===== config.mk =====
export PLATFORM = sky130hd
export DESIGN_NAME = adc_trig_ctrl
export DESIGN_NICKNAME = d
export VERILOG_FILES = /design/src/rtl/adc_trig_pkg.sv /design/src/rtl/adc_ext_sync.sv /design/src/rtl/adc_trig_sel.sv /design/src/rtl/adc_dly_cnt.sv /design/src/rtl/adc_trig_ctrl.sv
export SDC_FILE = /design/constraint.sdc
export NUM_CORES = 1
export LEC_CHECK = 0
export BUFFER_PORTS_ARGS = -buffer_cell sky130_fd_sc_hd__buf_2
export CAP_MARGIN = 20
export CORE_MARGIN = 1
export CORE_UTILIZATION = 50
export DETAILED_ROUTE_END_ITERATION = 7
export PLACE_DENSITY = 0.84
export RECOVER_POWER = 50
export SKIP_LAST_GASP = 1
export SLEW_MARGIN = 20
export SYNTH_ARGS = -nofsm -noshare
export SYNTH_HDL_FRONTEND = slang
export SYNTH_SLANG_ARGS = --single-unit

===== constraint.sdc =====
create_clock -name clk -period 1.85 [get_ports clk]
set_clock_uncertainty 0.2 [all_clocks]
set_input_delay 0.0925 -clock clk [delete_from_list [all_inputs] [get_ports clk]]
set_output_delay 0.0925 -clock clk [all_outputs]
set_load 0.02 [all_outputs]

===== src/rtl/adc_trig_pkg.sv =====
package adc_trig_pkg;
  typedef enum logic [1:0] {
    SRC_SOFT  = 2'd0,
    SRC_EXT   = 2'd1,
    SRC_TIMER = 2'd2,
    SRC_NONE  = 2'd3
  } trig_src_e;

  localparam logic [1:0] ADDR_CHAN = 2'd0;
  localparam logic [1:0] ADDR_TRIG = 2'd1;
  localparam logic [1:0] ADDR_STAT = 2'd2;
  localparam logic [1:0] ADDR_DATA = 2'd3;

  localparam int RDATA_W = 16;
endpackage


===== src/rtl/adc_ext_sync.sv =====
module adc_ext_sync #(
  parameter int STAGES = 2
) (
  input  logic clk,
  input  logic rst_n,
  input  logic ext_n,
  output logic fall_o
);
  logic [STAGES-1:0] chain_q;
  logic              prev_q;

  always_ff @(posedge clk or negedge rst_n) begin
    if (!rst_n) begin
      chain_q <= '1;
      prev_q  <= 1'b1;
    end else begin
      chain_q <= {chain_q[STAGES-2:0], ext_n};
      prev_q  <= chain_q[STAGES-1];
    end
  end

  assign fall_o = prev_q & ~chain_q[STAGES-1];
endmodule


===== src/rtl/adc_trig_sel.sv =====
module adc_trig_sel
  import adc_trig_pkg::*;
(
  input  logic [1:0] sel,
  input  logic       soft_evt,
  input  logic       ext_evt,
  input  logic       tick_evt,
  output logic       trig_o
);
  always_comb begin
    case (trig_src_e'(sel))
      SRC_SOFT:  trig_o = soft_evt;
      SRC_EXT:   trig_o = ext_evt;
      SRC_TIMER: trig_o = tick_evt;
      default:   trig_o = 1'b0;
    endcase
  end
endmodule


===== src/rtl/adc_dly_cnt.sv =====
module adc_dly_cnt #(
  parameter int W = 8
) (
  input  logic         clk,
  input  logic         rst_n,
  input  logic         load,
  input  logic [W-1:0] load_val,
  output logic [W-1:0] cnt_o
);
  logic [W-1:0] cnt_q, cnt_d;

  always_comb begin
    if (load)               cnt_d = load_val;
    else if (cnt_q != '0)   cnt_d = cnt_q - W'(1);
    else                    cnt_d = cnt_q;
  end

  always_ff @(posedge clk or negedge rst_n) begin
    if (!rst_n) cnt_q <= '0;
    else        cnt_q <= cnt_d;
  end

  assign cnt_o = cnt_q;
endmodule


===== src/rtl/adc_trig_ctrl.sv =====
module adc_trig_ctrl
  import adc_trig_pkg::*;
#(
  parameter int CH_W        = 3,
  parameter int DATA_W      = 12,
  parameter int SETTLE_CYC  = 10000,
  parameter int CONV_CYC    = 4000,
  parameter int SYNC_STAGES = 2
) (
  input  logic               clk,
  input  logic               rst_n,
  input  logic [1:0]         trig_sel,
  input  logic               ext_trig_n,
  input  logic               timer_tick,
  input  logic [1:0]         reg_addr,
  input  logic               reg_wr,
  input  logic               reg_rd,
  input  logic [CH_W-1:0]    reg_wdata,
  output logic [15:0]        reg_rdata,
  output logic               conv_start,
  output logic [CH_W-1:0]    conv_chan,
  input  logic [DATA_W-1:0]  conv_data,
  output logic               irq
);
  localparam int SET_W = $clog2(SETTLE_CYC + 1);
  localparam int CNV_W = $clog2(CONV_CYC + 1);

  // reset: asserted asynchronously, released on the clock
  logic [1:0] rst_pipe_q;
  logic       srst_n;

  always_ff @(posedge clk or negedge rst_n) begin
    if (!rst_n) rst_pipe_q <= 2'b00;
    else        rst_pipe_q <= {rst_pipe_q[0], 1'b1};
  end
  assign srst_n = rst_pipe_q[1];

  // decoded register strobes
  logic chan_wr, soft_evt, stat_rd, data_rd;
  assign chan_wr  = reg_wr && (reg_addr == ADDR_CHAN);
  assign soft_evt = reg_wr && (reg_addr == ADDR_TRIG);
  assign stat_rd  = reg_rd && (reg_addr == ADDR_STAT);
  assign data_rd  = reg_rd && (reg_addr == ADDR_DATA);

  // trigger sources
  logic ext_fall, trig_evt, soft_sel;

  adc_ext_sync #(.STAGES(SYNC_STAGES)) u_sync (
    .clk    (clk),
    .rst_n  (srst_n),
    .ext_n  (ext_trig_n),
    .fall_o (ext_fall)
  );

  adc_trig_sel u_sel (
    .sel      (trig_sel),
    .soft_evt (soft_evt),
    .ext_evt  (ext_fall),
    .tick_evt (timer_tick),
    .trig_o   (trig_evt)
  );

  assign soft_sel = (trig_sel == SRC_SOFT);

  // settling and conversion timers
  logic [SET_W-1:0] settle_cnt;
  logic [CNV_W-1:0] conv_cnt;
  logic             settle_active, busy, conv_done, start_go;

  adc_dly_cnt #(.W(SET_W)) u_settle (
    .clk      (clk),
    .rst_n    (srst_n),
    .load     (chan_wr),
    .load_val (SET_W'(SETTLE_CYC)),
    .cnt_o    (settle_cnt)
  );

  adc_dly_cnt #(.W(CNV_W)) u_conv (
    .clk      (clk),
    .rst_n    (srst_n),
    .load     (start_go),
    .load_val (CNV_W'(CONV_CYC)),
    .cnt_o    (conv_cnt)
  );

  assign settle_active = (settle_cnt != '0);
  assign busy          = (conv_cnt != '0);
  assign conv_done     = (conv_cnt == CNV_W'(1));

  // control state
  logic              pend_q, pend_d;
  logic              start_q;
  logic              ready_q, ready_d;
  logic              irq_q, irq_d;
  logic              ovr_q, ovr_d;
  logic [CH_W-1:0]   chan_q;
  logic [DATA_W-1:0] data_q;

  assign start_go = (trig_evt || pend_q) && !busy && !settle_active;

  always_comb begin
    // pending trigger: held only while the settling window runs
    if (pend_q)                                    pend_d = !start_go;
    else if (trig_evt && !busy && settle_active)   pend_d = 1'b1;
    else                                           pend_d = 1'b0;

    if (conv_done)     ready_d = 1'b1;
    else if (data_rd)  ready_d = 1'b0;
    else               ready_d = ready_q;

    if (conv_done)     irq_d = !soft_sel;
    else if (data_rd)  irq_d = 1'b0;
    else               irq_d = irq_q;

    if (trig_evt && busy) ovr_d = 1'b1;
    else if (stat_rd)     ovr_d = 1'b0;
    else                  ovr_d = ovr_q;
  end

  always_ff @(posedge clk or negedge srst_n) begin
    if (!srst_n) begin
      pend_q  <= 1'b0;
      start_q <= 1'b0;
      ready_q <= 1'b0;
      irq_q   <= 1'b0;
      ovr_q   <= 1'b0;
    end else begin
      pend_q  <= pend_d;
      start_q <= start_go;
      ready_q <= ready_d;
      irq_q   <= irq_d;
      ovr_q   <= ovr_d;
    end
  end

  always_ff @(posedge clk or negedge srst_n) begin
    if (!srst_n)      chan_q <= '0;
    else if (chan_wr) chan_q <= reg_wdata;
  end

  always_ff @(posedge clk or negedge srst_n) begin
    if (!srst_n)        data_q <= '0;
    else if (conv_done) data_q <= conv_data;
  end

  // read mux
  always_comb begin
    case (reg_addr)
      ADDR_CHAN: reg_rdata = RDATA_W'(chan_q);
      ADDR_STAT: reg_rdata = {12'd0, settle_active, ovr_q, busy, ready_q};
      ADDR_DATA: reg_rdata = RDATA_W'(data_q);
      default:   reg_rdata = '0;
    endcase
  end

  assign conv_start = start_q;
  assign conv_chan  = chan_q;
  assign irq        = irq_q;
endmodule


==> impl_metrics.yaml, run 1 <==
placement:
  port_buffers: 41
  dp_cells: 386
  gpl.final_weighted_congestion: 0.874
  dpl.hpwl_um: 4350
clock_network:
  cts_tree: "built"
  cts-root-buf: "clkbuf_8"
  h-tree-depth: 2
  insertion_delay_ns: 0.32
  clkSlewWorstSetupHoldPaths_ns: 0.11
  ctsLongestPathBuffers: 2
  cts_inserted_buffers: 5
  tritoncts_sinks: 51
timing:
  setup_tns_ns: -3.70
  final.min_clock_period_ns: 2.08
  setup_ws_ns: -0.234
  finalSetupViolCount: 36
  finalCritPeriodShare_pct: 113
  remaining_max_slew_budget_at_the_tightest_pin_pct: 42.9
  timing.final.hold_violations: 0
  tightest_slew_ns: 0.856
  rsz_0062_raised_after_global_routing: "yes"
  finalMaxSlewViolations: 0
  max_clock_freq_mhz: 480
critical_path:
  critPathRequiredTime_ns: 1.56
  cp-start-kind: "flip-flop"
  cp-end-kind: "primary output"
  cp_class: "reg -> out"
  r2r_slack_ns: -0.22
  critPathArrivalTime_ns: 1.79
  crit_fanout: 2
routing:
  wire_per_inst_um: 20.0
  drt_pass1_iterations: 4
  vias: 2615
  remaining_drc_errors: 0
  drtIter0Drc: 235
  route.detailed.vias_per_inst: 5.93
  drt.antenna.violating_nets: 0
  drt_wl_total_um: 8810
logic_synthesis:
  ys_seq_elements: 51
  synth_largest_area_cell: "dfrtp_1"
  synthesis.area_sq_um: 2570
  ys_seq_area_share_pct: 49.8
  post_synth_edffs: 0
  syn-instance-count: 247
  async_s_r_ff_share_synth_pct: 100
  syn_avg_cell_area_sq_um: 10.4
  netlist.area_leader.share_pct: 46.7
  ys_top_cells_by_area: "dfrtp_1, mux2_2, nand2_1"
  synth_top_flop_cell: "dfrtp_1"
  yosys_warnings: 0
  synthDistinctLibCells: 49
floorplan:
  coreArea_sq_um: 4850
  top_level_ports: 46
  die_h_um: 73.7
  floorplan.rows: 25
  floorplan.die_area_sq_um: 5430
  starting_density_pct: 53.0
  chipWidth_um: 73.7
layout:
  multi_input_comb_area_sq_um: 1400
  final_cells: 441
  area_delta_synth_final_pct: 53.2
  final_layout_size_suffix_gt1_share_pct: 49.7
  fillerInstances: 250
  most_common_cell_after_layout_fill_and_taps_aside: "buf_4"
  seq_area_sq_um: 1280
  final_net_count: 403
  top_library_cells_by_usage_in_the_layout_fill_and_taps_aside: "buf_4, dfrtp_1, buf_2, nand2_1, dlygate4sd3_1"
  num_antenna_cells: 0
power_and_ir_drop:
  power.leakage_uw: 0.00185
  totalPowerFinal_uw: 3420
  power-per-cell-area_nw_per_um2: 867
  peakVddDrop_mv: 1.05
global_routing:
  grt_start_max_net_pins: 22
  via_count_of_the_first_global_routing_pass: 2663
  global_route.overflow_total: 0
  grt_pass1_wl_um: 12600
  grt_antenna_before_repair: 0
  grt_usage_pct: 31.5
worst_hold_path:
  timing.hold.worst.class: "in -> reg"
outcome:
  failed_checks: "setup timing"
  run_status: "finished with violations"
flow_run:
  max_cap_violations: 0
where the power goes:
| part | internal, uW | switching [uW] | total [uW] | leakage [uW] |
|---|---|---|---|---|
| clock | 541 | 404 | 946 | 0.0000654 |
| sequential | 1240 | 160 | 1400 | 0.000586 |
| combinational | 549 | 520 | 1070 | 0.00120 |
| total | 2330 | 1080 | 3420 | 0.00185 |
Yosys cell counts, drive strengths merged (3+ instances only):
cell    count
nand4       5
a22o        3
and3        8
nand3       5
inv         8
ha          5
nand2      23
a21oi      10
nor3        7
xnor2       3
mux2i       3
o21ai       9
or4         3
mux2       16
clkbuf     10
a211oi      3
nor2       20
buf         6
a31oi       6
and4        5
dfrtp      48
o31ai       3
dfstp       3
nor4        5
registers in the layout (all words and copies together), names as in the netlist:
register and count:
data_q 12, irq 1, rst_pipe_q 2, conv_start 1, conv_chan 3, ovr_q 1
pend_q 1, u_sync.prev_q 1, u_settle.cnt_o 14, ready_q 1, u_conv.cnt_o 12, u_sync.chain_q 2
layer usage:
| layer | up-vias | global-route usage (%) | part of all wire (%) |
|---|---|---|---|
| met5 | - | 0 | 0 |
| met4 | 0 | 18.2 | 5.1 |
| met3 | 46 | 7.27 | 5.2 |
| met2 | 137 | 57.2 | 54 |
| met1 | 1291 | 33.0 | 36 |
| li1 | 1141 | - | - |
cell families after synthesis:
family	count (synthesis)	synth area share, %
AND/OR/NAND/NOR	94	20.6
flip-flops	51	49.8
adder cells (fa/ha/maj)	5	2.43
other	2	0.292
buffers and inverters	24	4.43
AO/OA/AOI/OAI	48	12.9
multiplexers	19	8.18
XOR/XNOR	4	1.36
through the flow:
| step | setup slack, ns | area [sq um] | hold WS [ns] | utilization, % |
|---|---|---|---|---|
| after floorplan | -0.0987 | 2700 | -0.403 | - |
| after detailed placement | -0.127 | 3210 | -0.319 | 66.2 |
| after global placement | -0.0696 | 3210 | -0.322 | 66.2 |
| after global routing | -0.302 | 3940 | 0.0709 | 81.2 |
| final | -0.234 | 3940 | 0.0403 | 81.2 |
| after CTS | -0.152 | 3770 | 0.00540 | 77.9 |
path summary, 6_finish.rpt:
kind / start / to / depth (start not counted)
setup / recovery: u_settle.cnt_o[7]$_DFFE_PN0P_ / reg_rdata[3] / 6
hold / removal: trig_sel[0] / irq$_DFFE_PN0P_ / 4
setup reg to reg: u_conv.cnt_o[4]$_DFFE_PN0P_ / u_conv.cnt_o[11]$_DFFE_PN0P_ / 4
hold reg to reg: rst_pipe_q[1]$_DFF_PN0_ / u_settle.cnt_o[9]$_DFFE_PN0P_ / 0
max in group asynchronous: rst_pipe_q[1]$_DFF_PN0_ / data_q[2]$_DFFE_PN0P_ / 1
min in group asynchronous: rst_pipe_q[1]$_DFF_PN0_ / u_settle.cnt_o[9]$_DFFE_PN0P_ / 0
critical path: stages, from the launching register on:
cell and delay [ns]:
dfrtp_1 0.44, nor4_4 0.31, buf_6 0.15, and4_4 0.24, nand2_2 0.06, o211a_1 0.14, buf_6 0.13
area by class of cell:
cell class	instances	area share [%]
clock buffers	6	1.84
clock inverters	2	1.52
inverters	8	0.762
multi-input cells	175	35.6
flip-flops and latches	51	32.6
well taps	67	2.13
repair buffers	132	25.5
what timing repair did:
item / in CTS / in global routing
endpoints found under the hold margin: 21 / 0
gates cloned: 0 / 1
resized for setup: 28 / 29
hold buffers: 19 / 0
pin swaps: 10 / 16
setup endpoints to repair: 19 / 40
setup buffers: 19 / 12
Power figures use the tool's default switching activity.
==> run 2, diff against run 1 <==
Settings changed: PLACE_DENSITY 0.84 to 0.83, REMOVE_ABC_BUFFERS set to 1, SYNTH_HIERARCHICAL set to 1.
==> run 2 against run 1 <==
Effect of this change: the run still ends with setup timing left; worst setup slack lost 0.75 ns; cell count increased by 17%; critical path type is now reg -> reg; die area increased by 7.5%; critical path depth increased by 3.
==> impl_metrics.yaml, run 2 <==
timing:
  finalSetupViolCount: 45
  setup_ws_ns: -0.984
  final.min_clock_period_ns: 2.83
  finalMaxSlewViolations: 0
  finalCritPeriodShare_pct: 153
  max_clock_freq_mhz: 353
  setup_tns_ns: -25.80
  timing.final.hold_violations: 0
  tightest_slew_ns: 0.669
  rsz_0062_raised_after_global_routing: "yes"
  hold_ws_ns: 0.0501
  remaining_max_slew_budget_at_the_tightest_pin_pct: 55.0
placement:
  dpl.hpwl_um: 4860
  gpl.final_weighted_congestion: 0.831
  dp_cells: 452
  placedInstanceArea_sq_um: 3590
  port_buffers: 41
clock_network:
  tritoncts_sinks: 51
  ctsLongestPathBuffers: 2
  clkSlewWorstSetupHoldPaths_ns: 0.12
  cts_tree: "built"
  insertion_delay_ns: 0.34
  cts-root-buf: "clkbuf_8"
  cts_inserted_buffers: 5
  h-tree-depth: 2
critical_path:
  reg2reg_depth: 9
  crit_fanout: 7
  timing.critical_path.from: "u_sync/chain_q[1]$_DFF_PN1_"
  cp-end-kind: "flip-flop"
  cp_class: "reg -> reg"
  critPathRequiredTime_ns: 1.86
  rr_startpoint: "u_sync/chain_q[1]$_DFF_PN1_"
  critical_path.reg2reg.endpoint: "u_conv/cnt_o[6]$_DFFE_PN0P_"
  cp-start-kind: "flip-flop"
  r2r_slack_ns: -0.98
  critPathArrivalTime_ns: 2.84
logic_synthesis:
  syn-instance-count: 267
  yosys_warnings: 6
  synth_simple_gate_area_share_pct: 21.6
  combinational_family_with_the_most_area_after_synthesis: "simple AND/OR/NAND/NOR gates"
  ys_seq_elements: 51
  ys_seq_area_share_pct: 46.2
  synth_xor_xnor_area_share_pct: 3.80
  synthesis.area_sq_um: 2770
  post_synth_edffs: 0
  syn_avg_cell_area_sq_um: 10.4
  synthDistinctLibCells: 57
  ys_top_cells_by_area: "dfrtp_1, mux2_2, a21oi_1"
  post_synth_fa_ha_maj_area_fraction_pct: 1.36
  synth_largest_area_cell: "dfrtp_1"
  async_s_r_ff_share_synth_pct: 100
  synth_top_flop_cell: "dfrtp_1"
  netlist.area_leader.share_pct: 43.4
  synth.mux.area_fraction_pct: 9.13
  synth.most_common_cell: "dfrtp_1"
  fraction_of_the_mapped_netlist_area_in_compound_gates_pct: 13.3
  netlist_top_cells_count: "dfrtp_1, a21oi_1, mux2_2, nor2_1, xnor2_1"
layout:
  final_layout_size_suffix_gt1_share_pct: 51.7
  fillerInstances: 167
  final_cells: 516
  top_library_cells_by_usage_in_the_layout_fill_and_taps_aside: "buf_4, dfrtp_1, buf_2, conb_1, buf_6"
  post-route-cell-area_sq_um: 4710
  most_common_cell_after_layout_fill_and_taps_aside: "buf_4"
  final_net_count: 472
  largest_reg_flops: 14
  area_delta_synth_final_pct: 70.3
floorplan:
  top_level_ports: 46
  coreArea_sq_um: 5200
  chipWidth_um: 76.4
  floorplan.rows: 26
  die_h_um: 76.4
  floorplan.die_area_sq_um: 5840
  starting_density_pct: 53.2
outcome:
  run_status: "finished with violations"
  failed_checks: "setup timing"
global_routing:
  grt_usage_pct: 41.6
  grt_antenna_before_repair: 1
  via_count_of_the_first_global_routing_pass: 3372
  global_route.overflow_total: 0
  grt_start_max_net_pins: 31
  grt_pass1_wl_um: 18400
routing:
  route.detailed.vias_per_inst: 6.87
  drt_wl_total_um: 14600
  remaining_drc_errors: 0
  vias: 3545
  drt.antenna.violating_nets: 0
  wire_per_inst_um: 28.4
  drtIter0Drc: 423
  drt_pass1_iterations: 8
power_and_ir_drop:
  power-per-cell-area_nw_per_um2: 1060
  power.leakage_uw: 0.00223
  totalPowerFinal_uw: 4980
  peakVddDrop_mv: 0.843
flow_run:
  max_cap_violations: 0
worst_hold_path:
  timing.hold.worst.class: "reg -> async"
[run 2: changes by cell type in the layout (fill, tap and decap cells not counted), moves of 7 or more]
cell / delta
conb_1: +26
buf_6: +16
nand2_1: -12
mux2_4: +9
buf_4: +8
xnor2_1: +8
a21oi_2: +7
mux2_2: -7
[run 2: layer usage]
layer / up-vias / global-route usage [%] / share of wire [%]
met5: - / 0 / 0
li1: 1297 / - / -
met3: 163 / 12.9 / 15
met2: 439 / 65.1 / 40
met1: 1646 / 49.1 / 34
met4: 0 / 27.9 / 11
[run 2: area by class of cell]
| type | count | area (sq um) | area share [%] |
|---|---|---|---|
| Clock inverter | 2 | 60.1 | 1.27 |
| Multi-Input combinational cell | 220 | 1870 | 39.6 |
| Tap cell | 70 | 87.6 | 1.86 |
| Sequential cell | 51 | 1280 | 27.2 |
| Inverter | 8 | 38.8 | 0.823 |
| Antenna cell | 1 | 2.50 | 0.0531 |
| Clock buffer | 6 | 72.6 | 1.54 |
| Timing Repair Buffer | 158 | 1300 | 27.6 |
[run 2: critical path: stages (launching register included)]
cell and delay (ns):
dfstp_2 0.59, nor2b_4 0.05, nand3b_1 0.15, o21ai_2 0.11
nor2_2 0.19, nor3_4 0.06, or4b_4 0.50, or4_4 0.49
o21a_1 0.14, o221a_1 0.23
[run 2: metrics by stage]
stage	util, %	setup WS, ns
2_1_floorplan	-	-1.35
4_1_cts	85.0	-0.736
3_5_place_dp	69.0	-0.849
5_1_grt	90.6	-0.979
3_3_place_gp	69.0	-0.807
6_report	90.6	-0.984
[run 2: worst max-delay path by stage]
stage	to	depth (start not counted)
after floorplan	u_conv/cnt_o[6]$_DFFE_PN0P_	5
after global placement	u_conv/cnt_o[6]$_DFFE_PN0P_	6
after detailed placement	u_conv/cnt_o[6]$_DFFE_PN0P_	6
after CTS	u_conv/cnt_o[6]$_DFFE_PN0P_	9
after global routing	u_conv/cnt_o[6]$_DFFE_PN0P_	9
final	u_conv/cnt_o[6]$_DFFE_PN0P_	9
[run 2: cell families (layout without fill, tap and decap cells)]
logic type,after synthesis,count (layout)
adders and majority gates,3,3
other,2,32
buffers and inverters,25,174
muxes,23,23
xor gates and xnor gates,12,12
DFF,51,51
AOI/OAI and AO/OA,57,57
and+or+nand+nor,94,94
[run 2: what timing repair did]
item / CTS / global route
gates resized for setup: 69 / 54
gates cloned: 1 / 0
endpoints found under the setup margin: 45 / 45
pin swaps: 19 / 19
hold endpoints to repair: 21 / 0
hold buffers: 21 / 0
setup buffers: 25 / 18
[run 2: power breakdown]
group | switching, uW | internal, uW
clock network | 419 | 542
registers | 228 | 1340
logic | 1320 | 1140
